[src/rtl/pwm_seq_pkg.sv]
package pwm_seq_pkg;
  typedef enum logic [2:0] {
    S_HOLD  = 3'd0,
    S_READY = 3'd1,
    S_TOP   = 3'd2,
    S_DT    = 3'd3,
    S_OFF   = 3'd4,
    S_GAP   = 3'd5
  } seq_state_t;
endpackage

[src/rtl/pwm_offtime_div.sv]
// Continuously running restoring divider: off = PER*(vin-vbat)/vin
module pwm_offtime_div #(
  parameter int VW   = 10,
  parameter int OFFW = 10,
  parameter int PER  = 200
) (
  input  logic            clk,
  input  logic            rst_ni,
  input  logic [VW-1:0]   vin_code,
  input  logic [VW-1:0]   vbat_code,
  output logic [OFFW-1:0] off_val
);
  localparam int NW = VW + OFFW;
  localparam int CW = $clog2(NW + 1);

  logic [NW-1:0]   num_q, num_d, quo_q, quo_d, prod;
  logic [VW-1:0]   den_q, den_d, rem_q, rem_d, diff;
  logic [VW:0]     rem_sh;
  logic            ge, busy_q, busy_d, off_en;
  logic [CW-1:0]   cnt_q, cnt_d;
  logic [OFFW-1:0] off_q, off_d;

  assign diff   = (vin_code > vbat_code) ? (vin_code - vbat_code) : '0;
  assign prod   = NW'(PER) * NW'(diff);
  assign rem_sh = {rem_q, num_q[NW-1]};
  assign ge     = rem_sh >= {1'b0, den_q};

  always_comb begin
    num_d  = num_q;
    den_d  = den_q;
    rem_d  = rem_q;
    quo_d  = quo_q;
    cnt_d  = cnt_q;
    busy_d = busy_q;
    off_d  = off_q;
    off_en = 1'b0;
    if (!busy_q) begin
      num_d  = prod;
      den_d  = vin_code;
      rem_d  = '0;
      quo_d  = '0;
      cnt_d  = '0;
      busy_d = 1'b1;
    end else begin
      num_d = num_q << 1;
      rem_d = ge ? VW'(rem_sh - {1'b0, den_q}) : rem_sh[VW-1:0];
      quo_d = {quo_q[NW-2:0], ge};
      cnt_d = cnt_q + 1'b1;
      if (cnt_q == CW'(NW - 1)) begin
        busy_d = 1'b0;
        off_en = 1'b1;
        if (den_q == '0 || quo_d == '0)
          off_d = OFFW'(1);
        else if (|(quo_d >> OFFW))
          off_d = '1;
        else
          off_d = quo_d[OFFW-1:0];
      end
    end
  end

  always_ff @(posedge clk or negedge rst_ni) begin
    if (!rst_ni) begin
      num_q  <= '0;
      den_q  <= '0;
      rem_q  <= '0;
      quo_q  <= '0;
      cnt_q  <= '0;
      busy_q <= 1'b0;
    end else begin
      num_q  <= num_d;
      den_q  <= den_d;
      rem_q  <= rem_d;
      quo_q  <= quo_d;
      cnt_q  <= cnt_d;
      busy_q <= busy_d;
    end
  end

  always_ff @(posedge clk or negedge rst_ni) begin
    if (!rst_ni)     off_q <= OFFW'(1);
    else if (off_en) off_q <= off_d;
  end

  assign off_val = off_q;
endmodule

[src/rtl/pwm_stall_wd.sv]
// Counts consecutive cycles of the top phase and flags a stall
module pwm_stall_wd #(
  parameter int WD_LIMIT = 8000
) (
  input  logic clk,
  input  logic rst_ni,
  input  logic in_top,
  output logic wd_trip
);
  localparam int WW = $clog2(WD_LIMIT + 1);

  logic [WW-1:0] cnt_q, cnt_d;

  always_comb begin
    cnt_d = in_top ? cnt_q + 1'b1 : '0;
  end

  always_ff @(posedge clk or negedge rst_ni) begin
    if (!rst_ni) cnt_q <= '0;
    else         cnt_q <= cnt_d;
  end

  assign wd_trip = in_top && (cnt_q == WW'(WD_LIMIT - 1));
endmodule

[src/rtl/pwm_seq_fsm.sv]
module pwm_seq_fsm
  import pwm_seq_pkg::*;
#(
  parameter int OFFW     = 10,
  parameter int DEAD     = 2,
  parameter int WD_PULSE = 80
) (
  input  logic            clk,
  input  logic            rst_ni,
  input  logic            en,
  input  logic            start_ok,
  input  logic            osc_tick,
  input  logic            peak_trip,
  input  logic            rev_trip,
  input  logic            ov_trip,
  input  logic            ilim_lowi,
  input  logic            wd_trip,
  input  logic [OFFW-1:0] off_val,
  output logic            in_top,
  output logic            top_gate,
  output logic            bot_gate
);
  localparam int DTW = $clog2(DEAD) + 1;

  seq_state_t      state_q, state_d;
  logic [OFFW-1:0] tmr_q, tmr_d, ld_q, ld_d;
  logic [DTW-1:0]  dt_q, dt_d;
  logic            rev_q, rev_d, top_q, top_d, bot_q, bot_d;

  always_comb begin
    state_d = state_q;
    tmr_d   = tmr_q;
    ld_d    = ld_q;
    dt_d    = dt_q;
    if (!en) begin
      state_d = S_HOLD;
    end else begin
      unique case (state_q)
        S_HOLD:  if (start_ok) state_d = S_READY;
        S_READY: if (osc_tick) state_d = S_TOP;
        S_TOP: begin
          if (peak_trip || wd_trip) begin
            state_d = S_DT;
            dt_d    = DTW'(DEAD - 1);
            ld_d    = (wd_trip && !peak_trip) ? OFFW'(WD_PULSE) : off_val;
          end
        end
        S_DT: begin
          if (dt_q == '0) begin
            state_d = S_OFF;
            tmr_d   = ld_q - 1'b1;
          end else begin
            dt_d = dt_q - 1'b1;
          end
        end
        S_OFF: begin
          if (tmr_q == '0) begin
            state_d = S_GAP;
            dt_d    = DTW'(DEAD - 1);
          end else begin
            tmr_d = tmr_q - 1'b1;
          end
        end
        S_GAP: begin
          if (dt_q == '0) state_d = S_READY;
          else            dt_d = dt_q - 1'b1;
        end
        default: state_d = S_HOLD;
      endcase
    end
    rev_d = (state_d == S_OFF) && (((state_q == S_OFF) && rev_q) || rev_trip);
    top_d = (state_d == S_TOP) && !ov_trip;
    bot_d = (state_d == S_OFF) && !ov_trip && !ilim_lowi && !rev_d;
  end

  always_ff @(posedge clk or negedge rst_ni) begin
    if (!rst_ni) begin
      state_q <= S_HOLD;
      tmr_q   <= '0;
      ld_q    <= OFFW'(1);
      dt_q    <= '0;
      rev_q   <= 1'b0;
      top_q   <= 1'b0;
      bot_q   <= 1'b0;
    end else begin
      state_q <= state_d;
      tmr_q   <= tmr_d;
      ld_q    <= ld_d;
      dt_q    <= dt_d;
      rev_q   <= rev_d;
      top_q   <= top_d;
      bot_q   <= bot_d;
    end
  end

  assign in_top   = (state_q == S_TOP);
  assign top_gate = top_q;
  assign bot_gate = bot_q;
endmodule

[src/rtl/pwm_gate_seq.sv]
module pwm_gate_seq #(
  parameter int VW       = 10,
  parameter int OFFW     = 10,
  parameter int PER      = 200,
  parameter int DEAD     = 2,
  parameter int WD_LIMIT = 8000,
  parameter int WD_PULSE = 80
) (
  input  logic          clk,
  input  logic          rst_n,
  input  logic          en,
  input  logic          start_ok,
  input  logic          osc_tick,
  input  logic          peak_trip,
  input  logic          rev_trip,
  input  logic          ov_trip,
  input  logic          ilim_lowi,
  input  logic [VW-1:0] vin_code,
  input  logic [VW-1:0] vbat_code,
  output logic          top_gate,
  output logic          bot_gate
);
  logic [1:0]      rst_sync_q;
  logic            rst_ni;
  logic [OFFW-1:0] off_val;
  logic            in_top, wd_trip;

  always_ff @(posedge clk or negedge rst_n) begin
    if (!rst_n) rst_sync_q <= 2'b00;
    else        rst_sync_q <= {rst_sync_q[0], 1'b1};
  end
  assign rst_ni = rst_sync_q[1];

  pwm_offtime_div #(.VW(VW), .OFFW(OFFW), .PER(PER)) u_div (
    .clk(clk), .rst_ni(rst_ni),
    .vin_code(vin_code), .vbat_code(vbat_code), .off_val(off_val)
  );

  pwm_stall_wd #(.WD_LIMIT(WD_LIMIT)) u_wd (
    .clk(clk), .rst_ni(rst_ni), .in_top(in_top), .wd_trip(wd_trip)
  );

  pwm_seq_fsm #(.OFFW(OFFW), .DEAD(DEAD), .WD_PULSE(WD_PULSE)) u_fsm (
    .clk(clk), .rst_ni(rst_ni), .en(en), .start_ok(start_ok),
    .osc_tick(osc_tick), .peak_trip(peak_trip), .rev_trip(rev_trip),
    .ov_trip(ov_trip), .ilim_lowi(ilim_lowi), .wd_trip(wd_trip),
    .off_val(off_val), .in_top(in_top),
    .top_gate(top_gate), .bot_gate(bot_gate)
  );
endmodule

[config.mk]
export PLATFORM = sky130hd
export DESIGN_NAME = pwm_gate_seq
export DESIGN_NICKNAME = d
export VERILOG_FILES = /design/src/rtl/pwm_seq_pkg.sv /design/src/rtl/pwm_offtime_div.sv /design/src/rtl/pwm_stall_wd.sv /design/src/rtl/pwm_seq_fsm.sv /design/src/rtl/pwm_gate_seq.sv
export SDC_FILE = /design/constraint.sdc
export NUM_CORES = 1
export LEC_CHECK = 0
export ABC_AREA = 1
export BUFFER_PORTS_ARGS = -buffer_cell sky130_fd_sc_hd__buf_2
export CAP_MARGIN = 10
export CORE_MARGIN = 4
export CORE_UTILIZATION = 24
export CTS_CLUSTER_SIZE = 8
export DETAILED_ROUTE_END_ITERATION = 10
export GPL_TIMING_DRIVEN = 0
export PLACE_DENSITY = 0.44
export SKIP_LAST_GASP = 1
export SLEW_MARGIN = 20
export SYNTH_ARGS = -nofsm -noshare
export SYNTH_HDL_FRONTEND = slang
export SYNTH_SLANG_ARGS = --single-unit
[constraint.sdc]
create_clock -name clk -period 3.7 [get_ports clk]
set_input_delay 0.74 -clock clk [delete_from_list [all_inputs] [get_ports clk]]
set_output_delay 0.74 -clock clk [all_outputs]
set_load 0.01 [all_outputs]
==> run_results.csv <==
group,metric,value,unit
outcome,status,"complete, but fails checks",
outcome,violations,"negative setup slack",
grt,grt_pass1_vias,5959,
timing,holdWs,0.0917,ns
clock_tree,clk_pin_slew,0.06,ns
synthesis,netlist_area,7340,um^2
pwr,p_leak,4.74,nW
placed_design,hpwl,12.8,mm
job,max_cap_viol_count,0,
clock_tree,cts_buffer_depth,2,
grt,grt_antenna_before_repair,0,
clock_tree,clockRootBuffer,"clkbuf_16",
die,die_y,183,um
layout,nets,1116,
setup_path,path_max_fanout,5,
synthesis,synthTopCellsByCount,"nand2_1, inv_1, dfrtp_1",
synthesis,ys_types,41,
layout,diodes,0,
setup_path,critPathMaxStageDelay,0.51,ns
placed_design,portBuffers,30,
grt,globalRouteOverflowTotal,0,
grt,grt_pass1_wl,29.3,mm
synthesis,ys_seq_area_share,39.2,%
grt,track_usage,10.6,%
clock_tree,cts_hold_buf,0,
die,dieArea,33400,um^2
placed_design,gp_congestion,0.818,
setup_path,path_delay_family,"adder cells",
timing,finalMaxSlewViolations,0,
worst_hold_path,min_path_type,"primary input to asynchronous set/reset pin",
setup_path,worst-path-buf-inv,8,
layout,fillers,3201,
timing,max_freq,266,MHz
route,drc_errors,0,
route,wirelength,17.1,mm
die,ios,31,
route,dr_total_vias,6034,
synthesis,synthTopCellsByArea,"dfrtp_1, nand2_1, ha_1",
placed_design,placed_cells,1377,
timing,timing.final.crit_share,102,%
clock_tree,htreeDepth,4,
clock_tree,clk_latency,0.42,ns
synthesis,synth_top_area_share,38.5,%
pwr,p_per_area,535,nW/um^2
synthesis,ys_warn_count,0,
layout,fin_cells,1427,
setup_path,cp_common_cell,"ha_4",
die,fp.dieW,183,um
timing,fin_skew,0.00757,ns
route,wire_per_inst,12.0,um
die,num_rows,63,
clock_tree,cts_tree,"built",
timing,fin_tns_setup,-0.0954,ns
route,dr.pass1.iters,4,
synthesis,synth-main-ff-cell,"dfrtp_1",
route,via_per_inst,4.23,
layout,area_growth,26.2,%
setup_path,reg2reg_slack,1.64,ns
setup_path,cp-start-kind,"primary input",
timing,setup_viol,4,
setup_path,path_cells,"buf_8, inv_12, ha_4, inv_4, fa_2, nand3_2, nand2_2, xor2_2, nand3_2, inv_2, ha_4, ha_4, inv_2, fa_1, inv_2, ha_4, a21oi_4, nand2_2, buf_4, buf_6, a21oi_2, o21ai_1, nand2_1",
pwr,power,4.96,mW
layout,drive_gt1_share,22.8,%
timing,slew-limit-headroom,64.0,%
setup_path,required,4.06,ns
pwr,ir_worst_vdd,0.239,mV
route,first_iter_violations,261,
synthesis,synth_edf_count,0,
timing,hold_viol_final,0,
clock_tree,cts.sinks,115,
die,core_area,29900,um^2
setup_path,worstPathArrival,4.12,ns
setup_path,end_kind,"register",
synthesis,syn-num-nets,1047,
synthesis,async_reset_ff_share,100,%
synthesis,synth-seq-cells,115,
setup_path,cp_slowest_cell,"fa_1",
synthesis,yosysMostFrequentCell,"nand2_1",
die,initial_core_util,24.6,%
grt,grt_max_degree,48,
synthesis,syn_avg_cell_area,7.69,um^2
route,ant_nets,0,
synthesis,syn-instance-count,955,
setup_path,worstSetupPathType,"primary input to register",
timing,fin_crit,3.76,ns
synthesis,yosysTopAreaCell,"dfrtp_1",
timing,worst_pin_slew,0.540,ns
timing,setup_slack,-0.0599,ns
clock_tree,numCtsBuffers,17,
timing,rsz0062_at_grt,"true",
[power breakdown]
part	leakage, nW	switching, mW	internal [mW]	total (mW)
Sequential	1.44	0.137	1.48	1.62
Clock	0.248	0.635	0.855	1.49
Combinational	3.05	1.09	0.768	1.85
[layout by cell type (no fill, tap or decap), drive strengths merged, types with 2 or more instances in the layout]
cell / instances
o21bai: 5
nand4: 13
nand3: 57
nand3b: 14
xor2: 12
a21o: 2
inv: 157
fa: 7
o21ai: 67
dfstp: 2
clkinv: 7
clkinvlp: 6
a31oi: 3
nor3: 12
xnor2: 8
dfrtp: 113
ha: 56
nand2: 259
clkbuf: 27
a21oi: 32
nor2: 103
buf: 60
or2: 8
[final timing paths]
kind | startpoint | to | depth (start not counted)
hold / removal | rst_n | rst_sync_q[0] | 1
setup reg to reg | u_div.rem_q[1] | u_div.off_val[8] | 9
min in group clk | rst_sync_q[0] | rst_sync_q[1] | 0
hold reg to reg | rst_sync_q[1] | u_wd.cnt_q[4] | 0
max in group asynchronous | rst_sync_q[1] | u_div.off_val[0] | 2
setup / recovery | vin_code[0] | u_div.num_q[11] | 23
[final cells by class]
type / count / area [um^2] / share of cell area, %
inverter: 155 / 597 / 6.44
buffer: 20 / 131 / 1.42
sequential: 115 / 2880 / 31.1
clock inverter: 15 / 113 / 1.22
clock buffer: 17 / 425 / 4.59
timing repair buffer: 50 / 354 / 3.82
multi-input combinational: 665 / 4270 / 46.1
tap: 390 / 488 / 5.27
[layer usage]
metal | up-vias | GRT usage [%] | routed length (um)
met5 | - | 0 | 0
met4 | 0 | 3.55 | 303
met3 | 23 | 2.42 | 547
met2 | 74 | 16.8 | 7600
met1 | 2774 | 14.4 | 8690
li1 | 3163 | - | -
[per-stage QoR]
| stage | setup slack, ns | util [%] | cell area [um^2] |
|---|---|---|---|
| finish | -0.0599 | 31.0 | 9270 |
| global route | -0.186 | 31.0 | 9270 |
| CTS | 0.00447 | 30.3 | 9060 |
| detailed placement | -0.702 | 27.7 | 8280 |
| global placement | -1.48 | 27.5 | 8220 |
| floorplan | -0.140 | - | 7580 |
[cell families after synthesis]
logic type               after synthesis  share of synthesized area [%]
buffers and inverters                175                           9.58
XOR/XNOR                              20                           2.39
flip-flops                           115                           39.2
other                                  1                         0.0511
AND/OR/NAND/NOR                      468                           28.6
adder cells (fa/ha/maj)               63                           11.5
AO/OA/AOI/OAI                        113                           8.73
[registers in the layout, indices dropped and copies added, names as in the netlist]
signal,count
u_fsm.state_q,3
u_div.den_q,10
u_div.cnt_q,5
u_fsm.bot_gate,1
u_fsm.dt_q,2
rst_sync_q,2
u_div.quo_q,19
u_fsm.top_gate,1
u_fsm.ld_q,10
u_div.num_q,17
u_fsm.tmr_q,10
u_wd.cnt_q,13
u_fsm.rev_q,1
u_div.rem_q,10
u_div.busy_q,1
u_div.off_val,10
[timing repair]
item	4_1_cts	5_1_grt
pin swaps	11	31
gates resized for setup	33	37
buffers inserted	9	9
setup endpoints to repair	6	7
(Power assumes the default switching activity.)
